File: src/rtl/bitmat_pkg.sv
// Package: shared geometry and opcode encoding for the bit-matrix unit.
// Assumes a square matrix: the number of bytes equals the bits per byte.
package bitmat_pkg;
    localparam int unsigned ELEM   = 8;
    localparam int unsigned DATA_W = ELEM * ELEM;

    typedef enum logic {
        OP_TRANSPOSE = 1'b0,
        OP_GATHER    = 1'b1
    } bm_op_e;
endpackage

File: src/rtl/bm_transpose.sv
// Module: bm_transpose
// Flips an ELEM x ELEM bit matrix whose rows are the operand's lanes.
// Output lane j, bit i is input lane i, bit j. Pure wiring, no logic depth.
module bm_transpose #(
    parameter int unsigned ELEM = 8,
    localparam int unsigned DATA_W = ELEM * ELEM
) (
    input  logic [DATA_W-1:0] mat_in,
    output logic [DATA_W-1:0] mat_out
);
    for (genvar row = 0; row < ELEM; row++) begin : g_row
        for (genvar col = 0; col < ELEM; col++) begin : g_col
            // route one matrix cell to its mirrored position
            assign mat_out[col*ELEM + row] = mat_in[row*ELEM + col];
        end
    end
endmodule

File: src/rtl/bm_gather.sv
// Module: bm_gather
// Picks ELEM single bits from src, each addressed by one ELEM-bit lane of sel.
// Lane k drives result bit k; an index at or beyond DATA_W gives 0.
// Upper result bits are tied to zero.
module bm_gather #(
    parameter int unsigned ELEM = 8,
    localparam int unsigned DATA_W = ELEM * ELEM,
    localparam int unsigned IDX_W  = $clog2(DATA_W)
) (
    input  logic [DATA_W-1:0] src,
    input  logic [DATA_W-1:0] sel,
    output logic [DATA_W-1:0] picked
);
    logic [ELEM-1:0] lane_bits;

    for (genvar k = 0; k < ELEM; k++) begin : g_lane
        logic [ELEM-1:0]  idx;
        logic             in_range;
        assign idx      = sel[k*ELEM +: ELEM];
        assign in_range = (idx < ELEM'(DATA_W));
        // select one source bit, forced low for an out-of-range index
        assign lane_bits[k] = in_range ? src[idx[IDX_W-1:0]] : 1'b0;
    end

    assign picked = {{(DATA_W-ELEM){1'b0}}, lane_bits};
endmodule

File: src/rtl/bm_result_reg.sv
// Module: bm_result_reg
// Result and strobe register. Loads only on a valid request,
// otherwise holds. Synchronous active-low reset clears both.
module bm_result_reg #(
    parameter int unsigned DATA_W = 64
) (
    input  logic              clk,
    input  logic              rst_n,
    input  logic              load,
    input  logic [DATA_W-1:0] nxt,
    output logic              vld_q,
    output logic [DATA_W-1:0] res_q
);
    // register the strobe every cycle, the data only on load
    always_ff @(posedge clk) begin
        if (!rst_n) begin
            vld_q <= 1'b0;
            res_q <= '0;
        end else begin
            vld_q <= load;
            if (load) res_q <= nxt;
        end
    end
endmodule

File: src/rtl/bitmat_unit.sv
// Module: bitmat_unit (top)
// Byte-matrix transpose and byte-indexed bit gather with a one-cycle
// registered result. Assumes in_op is stable with in_valid.
module bitmat_unit
    import bitmat_pkg::*;
(
    input  logic              clk,
    input  logic              rst_n,
    input  logic              in_valid,
    input  logic              in_op,
    input  logic [DATA_W-1:0] opnd_a,
    input  logic [DATA_W-1:0] opnd_b,
    output logic              out_valid,
    output logic [DATA_W-1:0] out_result
);
    logic [DATA_W-1:0] tr_val;
    logic [DATA_W-1:0] ga_val;
    logic [DATA_W-1:0] nxt_val;
    bm_op_e            op;

    assign op = bm_op_e'(in_op);

    bm_transpose #(.ELEM(ELEM)) u_tr (
        .mat_in  (opnd_a),
        .mat_out (tr_val)
    );

    bm_gather #(.ELEM(ELEM)) u_ga (
        .src    (opnd_a),
        .sel    (opnd_b),
        .picked (ga_val)
    );

    // choose the operation result by opcode
    always_comb begin
        unique case (op)
            OP_GATHER:    nxt_val = ga_val;
            default:      nxt_val = tr_val;
        endcase
    end

    bm_result_reg #(.DATA_W(DATA_W)) u_reg (
        .clk   (clk),
        .rst_n (rst_n),
        .load  (in_valid),
        .nxt   (nxt_val),
        .vld_q (out_valid),
        .res_q (out_result)
    );
endmodule

File: config.mk
export PLATFORM = sky130hd
export DESIGN_NAME = bitmat_unit
export DESIGN_NICKNAME = d
export VERILOG_FILES = /design/src/rtl/bitmat_pkg.sv /design/src/rtl/bm_transpose.sv /design/src/rtl/bm_gather.sv /design/src/rtl/bm_result_reg.sv /design/src/rtl/bitmat_unit.sv
export SDC_FILE = /design/constraint.sdc
export NUM_CORES = 1
export LEC_CHECK = 0
export ABC_CLOCK_PERIOD_IN_PS = 3010
export CELL_PAD_IN_SITES_DETAIL_PLACEMENT = 1
export CELL_PAD_IN_SITES_GLOBAL_PLACEMENT = 1
export CORE_ASPECT_RATIO = 0.6
export CORE_MARGIN = 8
export CORE_UTILIZATION = 38
export CTS_CLUSTER_DIAMETER = 120
export CTS_CLUSTER_SIZE = 20
export DETAILED_ROUTE_END_ITERATION = 10
export PLACE_DENSITY_LB_ADDON = 0.1
export REMOVE_ABC_BUFFERS = 1
export SLEW_MARGIN = 15
export SYNTH_ARGS = -nofsm -noshare
export SYNTH_HDL_FRONTEND = slang
export SYNTH_SLANG_ARGS = --single-unit
File: constraint.sdc
create_clock -name clk -period 3.01 [get_ports clk]
set_input_delay 0.602 -clock clk [delete_from_list [all_inputs] [get_ports clk]]
set_output_delay 0.602 -clock clk [all_outputs]
set_load 0.05 [all_outputs]
==> results of run 1 <==
[routing by layer]
layer | part of all wire | track usage | vias to the layer above
met4 | 0.023 | 0.0874 | 0
li1 | - | - | 3046
met3 | 0.11 | 0.103 | 53
met5 | 0 | 0 | -
met1 | 0.43 | 0.401 | 3792
met2 | 0.43 | 0.430 | 444
[per-stage QoR]
step / instance area, sq um / TNS, ps / util
after detailed placement: 9730 / -209 / 0.540
after global placement: 9730 / -67.6 / 0.540
after global routing: 10000 / 0 / 0.556
after floorplan: 6680 / -2430 / -
final: 10000 / 0 / 0.556
after CTS: 10000 / 0 / 0.556
[cells in the final DEF (no fill, tap or decap), drive strengths merged, types with 3 or more instances in the layout]
cell           count
dfxtp             65
buf               91
mux4             118
o21ai             11
nor3b              4
nor3              11
nor4b              3
nor2               5
nand3b             7
mux2               8
a2111oi            3
clkbuf            10
a211oi            14
a21oi             64
a22oi              3
nor2b            124
o211ai             7
clkinv             3
clkdlybuf4s50    194
nand2             25
nand3             14
inv               11
a31oi              4
a221oi             7
mux2i             52
o22ai              3
[synthesized netlist by cell type (3+ instances only)]
cell type / n
mux4_1: 10
a21oi_1: 64
nand3b_1: 7
mux4_2: 108
nor2_1: 5
inv_1: 10
nor3b_1: 4
nor4b_1: 3
a221oi_1: 7
nor2b_1: 124
clkbuf_1: 38
a211oi_1: 14
mux2_2: 8
o211ai_1: 7
a2111oi_0: 3
nand3_1: 13
nor3_1: 11
buf_1: 6
buf_6: 4
a22oi_1: 3
a31oi_1: 4
o22ai_1: 3
buf_2: 17
dfxtp_1: 65
o21ai_0: 11
nand2_1: 25
mux2i_1: 52
[registers in the layout, indices dropped and copies added, names as in the netlist]
signal       count
u_reg.res_q     64
u_reg.vld_q      1
[cell families (layout without fill, tap and decap cells)]
logic type / after synthesis / after routing
AOI/OAI and AO/OA: 126 / 126
buffers and inverters: 75 / 311
DFF: 65 / 65
muxes: 178 / 178
and+or+nand+nor: 210 / 210
[cell type report]
cell class	instances	area [sq um]
well taps	240	300
fillers	1932	8010
flip-flops and latches	65	1300
multi-input cells	514	5350
clock inverters	6	42.5
inverters	10	37.5
repair buffers	285	2750
clock buffers	10	239
[report_power, final]
| group | internal [mW] | leakage, nW | switching, mW |
|---|---|---|---|
| Sequential | 0.896 | 0.531 | 0.0190 |
| Clock | 0.581 | 0.135 | 0.463 |
| Combinational | 0.693 | 2.92 | 0.722 |
| Total | 2.17 | 3.58 | 1.20 |
[worst paths after layout]
kind | end | slack [ps]
worst max register to register | u_reg.res_q[2] | 2020
worst min register to register | u_reg.res_q[25] | 610
worst max-delay path | u_reg.res_q[4] | 220
worst min-delay path | u_reg.res_q[25] | 610
[critical path: stages]
cell	delay, ps
clkdlybuf4s50_1	510
buf_12	190
mux4_2	510
mux2i_1	420
buf_4	200
mux2i_1	100
mux2i_1	190
nor3b_1	70
a211o_1	220
==> flow_summary_export.csv, run 1 <==
group,metric,value,unit
synth,synth_cell_types,43,
synth,synth_simple_gate_area_frac,0.180,
route,drt_iter0_markers,687,
clock_tree,cts_resized,0,
setup_path,worstReg2RegStart,"u_reg.res_q[2]",
synth,avgSynthCellArea,10.7,sq um
synth,ys_seq_area_frac,0.187,
global_route,grt_pass1_vias,7762,
sta,setup_ws,220,ps
global_route,grt.overflow.total,0,
clock_tree,post_cts_buffers,0,
setup_path,worstSetupStartpointType,"input pin",
clock_tree,clkTransAtPathRegs,60,ps
synth,synth_edf_count,0,
placement,gp_congestion,0.951,
sta,tightest_slew,663,ps
layout,areaGrowthSynthToFinish,43.6,%
synth,ys_warn_count,0,
synth,synthTopCellsByArea,"mux4_2 (35%), dfxtp_1 (19%), nor2b_1 (11%)",
floorplan,io_pins,197,
sta,setup_violations,0,
floorplan,die-area,0.0231,sq mm
synth,syn_inst,654,
clock_tree,cts_made_buffers,9,
setup_path,end_kind,"flop",
synth,async_flop_share,0,
layout,finalNonFillerCells,1130,
power,power.leakage,3.58,nW
hold_path,hp-class,"reg -> reg",
global_route,grt_max_degree,65,
floorplan,start_util,0.387,
setup_path,worstPathArrival,3030,ps
clock_tree,cts_tree,"yes",
clock_tree,cts_sinks,65,
floorplan,die_h,121,microns
sta,max_freq,358,MHz
global_route,track_usage,0.293,
layout,drive_gt1_frac,0.255,
clock_tree,cts-htree-levels,3,
sta,final.min_clock_period,2790,ps
sta,rsz0062_at_grt,"no",
power,irDropWorstVdd,0.332,mV
placement,io_buffers,196,
route,drt_wl_total,34000,microns
synth,synthAdderAreaFrac,0,
floorplan,num_rows,38,
synth,synth_flop_cell,"dfxtp_1",
route,vias,7335,
hold_path,holdCritStartpoint,"u_reg.res_q[25]",
job,maxCapViolations,0,
power,power,3.37,mW
clock_tree,cts_max_path_buffers,2,
placement,post-dp-hpwl,26400,microns
layout,antenna_cells,0,
layout,finalNetCount,1017,
hold_path,min_path_cells,3,
setup_path,crit_type,"in -> reg",
global_route,grt_pass1_wl,50500,microns
setup_path,crit_required,3250,ps
synth,synth_compound_area_frac,0.111,
global_route,antenna_found_initial,0,
setup_path,rr_worst_depth,3,
status,outcome,"complete, no violations",
route,via_per_inst,6.49,
floorplan,die_x,191,microns
route,wl_per_cell,30.1,microns
synth,syn_area,0.00698,sq mm
sta,slew_viol_final,0,
floorplan,coreArea,0.0180,sq mm
sta,hold-worst-slack,607,ps
clock_tree,clk_latency,360,ps
sta,hold_viol_final,0,
route,drtAntennaViolNets,0,
sta,maxSlewHeadroom,0.558,
sta,skew,0,ps
synth,synth_top_family_by_area,"multiplexers",
synth,ys_ff_latch,65,
placement,place_inst,1114,
synth,synth_top_area_cell,"mux4_2",
clock_tree,ctsRootBufferMaster,"clkbuf_16",
setup_path,cp_max_fo,13,
power,powerDensity,337,mW/mm^2
synth,yosysTopAreaCellShare,0.349,
synth,synth_mux_area_frac,0.474,
synth,synth_xor_area_frac,0,
setup_path,cp-startpoint,"opnd_b[32]",
route,drt_first_pass_iters,5,
sta,fin_crit_sh,0.927,
placement,pre_cts_slack,-88.3,ps
clock_tree,cts_hold_buffers,0,
route,drc,0,
Note: power is estimated with default switching activity, not from simulation.
==> run 2: changes to the inputs <==
--- a/config.mk
+++ b/config.mk
@@ -11,12 +11,13 @@
 export CORE_ASPECT_RATIO = 0.6
 export CORE_MARGIN = 8
 export CORE_UTILIZATION = 38
-export CTS_CLUSTER_DIAMETER = 120
 export CTS_CLUSTER_SIZE = 20
 export DETAILED_ROUTE_END_ITERATION = 10
+export MAX_ROUTING_LAYER = met4
 export PLACE_DENSITY_LB_ADDON = 0.1
 export REMOVE_ABC_BUFFERS = 1
 export SLEW_MARGIN = 15
 export SYNTH_ARGS = -nofsm -noshare
 export SYNTH_HDL_FRONTEND = slang
 export SYNTH_SLANG_ARGS = --single-unit
+export TNS_END_PERCENT = 30
==> run 2 against run 1 <==
Effect of this change: maximum frequency rose by 3.2%; sequential share of layout area hardly changed; sequential power hardly changed; cell area is 0.17% lower; global-route usage is 0.63 points higher; critical path depth decreased by 2; count of clock-buffer cells in the layout rose by 2; first-iteration DRC count fell by 5.7%; worst setup slack better by 87 ps; critical endpoint is now u_reg.res_q[5]; largest cell class unchanged.
==> flow_summary_export.csv, run 2 (synthesis results as in run 1) <==
group,metric,value,unit
status,outcome,"complete, no violations",
job,maxCapViolations,0,
layout,register_area,0.00130,sq mm
sta,fin_crit_sh,0.898,
floorplan,die_h,121,microns
clock_tree,clk_latency,360,ps
layout,post-route-util,0.555,
sta,hold_viol_final,0,
power,irDropWorstVdd,0.280,mV
clock_tree,cts_made_buffers,9,
layout,reg.largest.list,"u_reg.res_q: 64 flops, u_reg.vld_q: 1 flops",
power,power.leakage,3.58,nW
layout,final_cell_mix,"clkdlybuf4s50_1 (194), nor2b_1 (123), mux4_2 (108)",
placement,gp_congestion,1.03,
setup_path,worstSetupStartpointType,"input pin",
floorplan,start_util,0.387,
sta,setup_ws,307,ps
clock_tree,cts_tree,"yes",
placement,pre_cts_slack,-47.1,ps
layout,multi_input_area,0.00535,sq mm
route,drtAntennaViolNets,0,
power,pwr-share-seq,0.266,
clock_tree,post_cts_buffers,0,
placement,io_buffers,196,
route,drc,0,
sta,final.min_clock_period,2700,ps
floorplan,io_pins,197,
global_route,grt_pass1_wl,50400,microns
layout,areaGrowthSynthToFinish,43.3,%
setup_path,crit_required,3250,ps
global_route,grt_pass1_vias,7715,
clock_tree,cts_hold_buffers,0,
clock_tree,cts_resized,0,
power,swShare,0.341,
sta,final.setup.tns,0,ps
route,drt_wl_total,33800,microns
layout,fin_area,0.0100,sq mm
power,powerDensity,344,mW/mm^2
placement,post-dp-hpwl,26100,microns
clock_tree,ctsRootBufferMaster,"clkbuf_16",
route,via_per_inst,6.47,
clock_tree,cts-htree-levels,3,
setup_path,worstPathArrival,2940,ps
global_route,grt_max_degree,66,
clock_tree,cts_sinks,65,
power,p_int,2.27,mW
hold_path,hp-class,"reg -> reg",
clock_tree,clkTransAtPathRegs,60,ps
sta,max_freq,370,MHz
sta,skew,0,ps
layout,drive_gt1_frac,0.251,
setup_path,crit_type,"in -> reg",
sta,rsz0062_at_grt,"no",
placement,place_area,0.00970,sq mm
global_route,antenna_found_initial,1,
global_route,track_usage,0.300,
floorplan,die-area,0.0231,sq mm
route,drt_first_pass_iters,7,
layout,finalNetCount,1014,
layout,n_fill_cell,1920,
power,p_clk_frac,0.324,
route,vias,7295,
layout,largest_reg_flops,64,
setup_path,end_kind,"flop",
setup_path,cp_max_fo,12,
sta,slew_viol_final,0,
sta,maxSlewHeadroom,0.554,
layout,regMostFlops,"u_reg.res_q",
sta,setup_violations,0,
floorplan,coreArea,0.0180,sq mm
power,p_switching,1.17,mW
sta,tightest_slew,669,ps
route,drt_iter0_markers,648,
global_route,grt.overflow.total,0,
floorplan,num_rows,38,
layout,mostFrequentLayoutCell,"clkdlybuf4s50_1",
route,wl_per_cell,30.0,microns
sta,hold-worst-slack,611,ps
floorplan,die_x,191,microns
clock_tree,cts_max_path_buffers,2,
power,pwr-share-comb,0.410,
run 2: cell types whose count changed in the layout (fill, tap and decap cells not counted), sizes merged:
cell / before / now
clkinv: 3 / 2
inv: 11 / 10
clkinvlp: 2 / 0
buf: 91 / 88
clkbuf: 10 / 12
diode: 0 / 1
bufinv: 0 / 1
run 2: worst max-delay path, cell delays in order:
cell and delay [ps]:
clkdlybuf4s50_1 510, buf_12 180, mux4_2 500, nor2b_1 160, a2111oi_0 570, a211oi_1 130
a211o_1 290
run 2: final timing paths:
check	slack [ps]	cells past startpoint	to	startpoint
hold / removal	610	3	u_reg.res_q[25]	u_reg.res_q[25]
setup reg to reg	2090	3	u_reg.res_q[1]	u_reg.res_q[1]
setup / recovery	310	7	u_reg.res_q[5]	opnd_b[40]
hold reg to reg	610	3	u_reg.res_q[25]	u_reg.res_q[25]
run 2: power by group through the flow:
| stage | sequential [mW] | combinational [mW] | clock (mW) |
|---|---|---|---|
| 3_3_place_gp | 0.931 | 1.36 | 0 |
| 3_5_place_dp | 0.934 | 1.38 | 0 |
| 4_1_cts | 0.916 | 1.39 | 1.13 |
| 6_report | 0.916 | 1.41 | 1.11 |
| 2_1_floorplan | 1.05 | 0.501 | 0 |
| 5_1_grt | 0.919 | 1.47 | 1.16 |
run 2: area by class of cell:
| type | instances | share of cell area |
|---|---|---|
| clock buffers | 12 | 0.0257 |
| repair buffers | 282 | 0.271 |
| multi-input cells | 514 | 0.535 |
| inverters | 10 | 0.00375 |
| flip-flops and latches | 65 | 0.130 |
| clock inverters | 3 | 0.00401 |
| well taps | 240 | 0.0300 |
| diodes | 1 | 0.000250 |
run 2: per-stage QoR:
step                power [mW]  instances
finish                    3.44       1127
floorplan                 1.55        589
global placement          2.29       1111
global route              3.55       1127
CTS                       3.44       1126
detailed placement        2.32       1111
run 2: per-layer routing:
metal	vias up	track usage	part of all wire
met3	46	0.0692	0.096
met1	3759	0.428	0.46
met4	0	0.0748	0.017
met5	-	-	0
li1	3042	-	-
met2	448	0.420	0.43
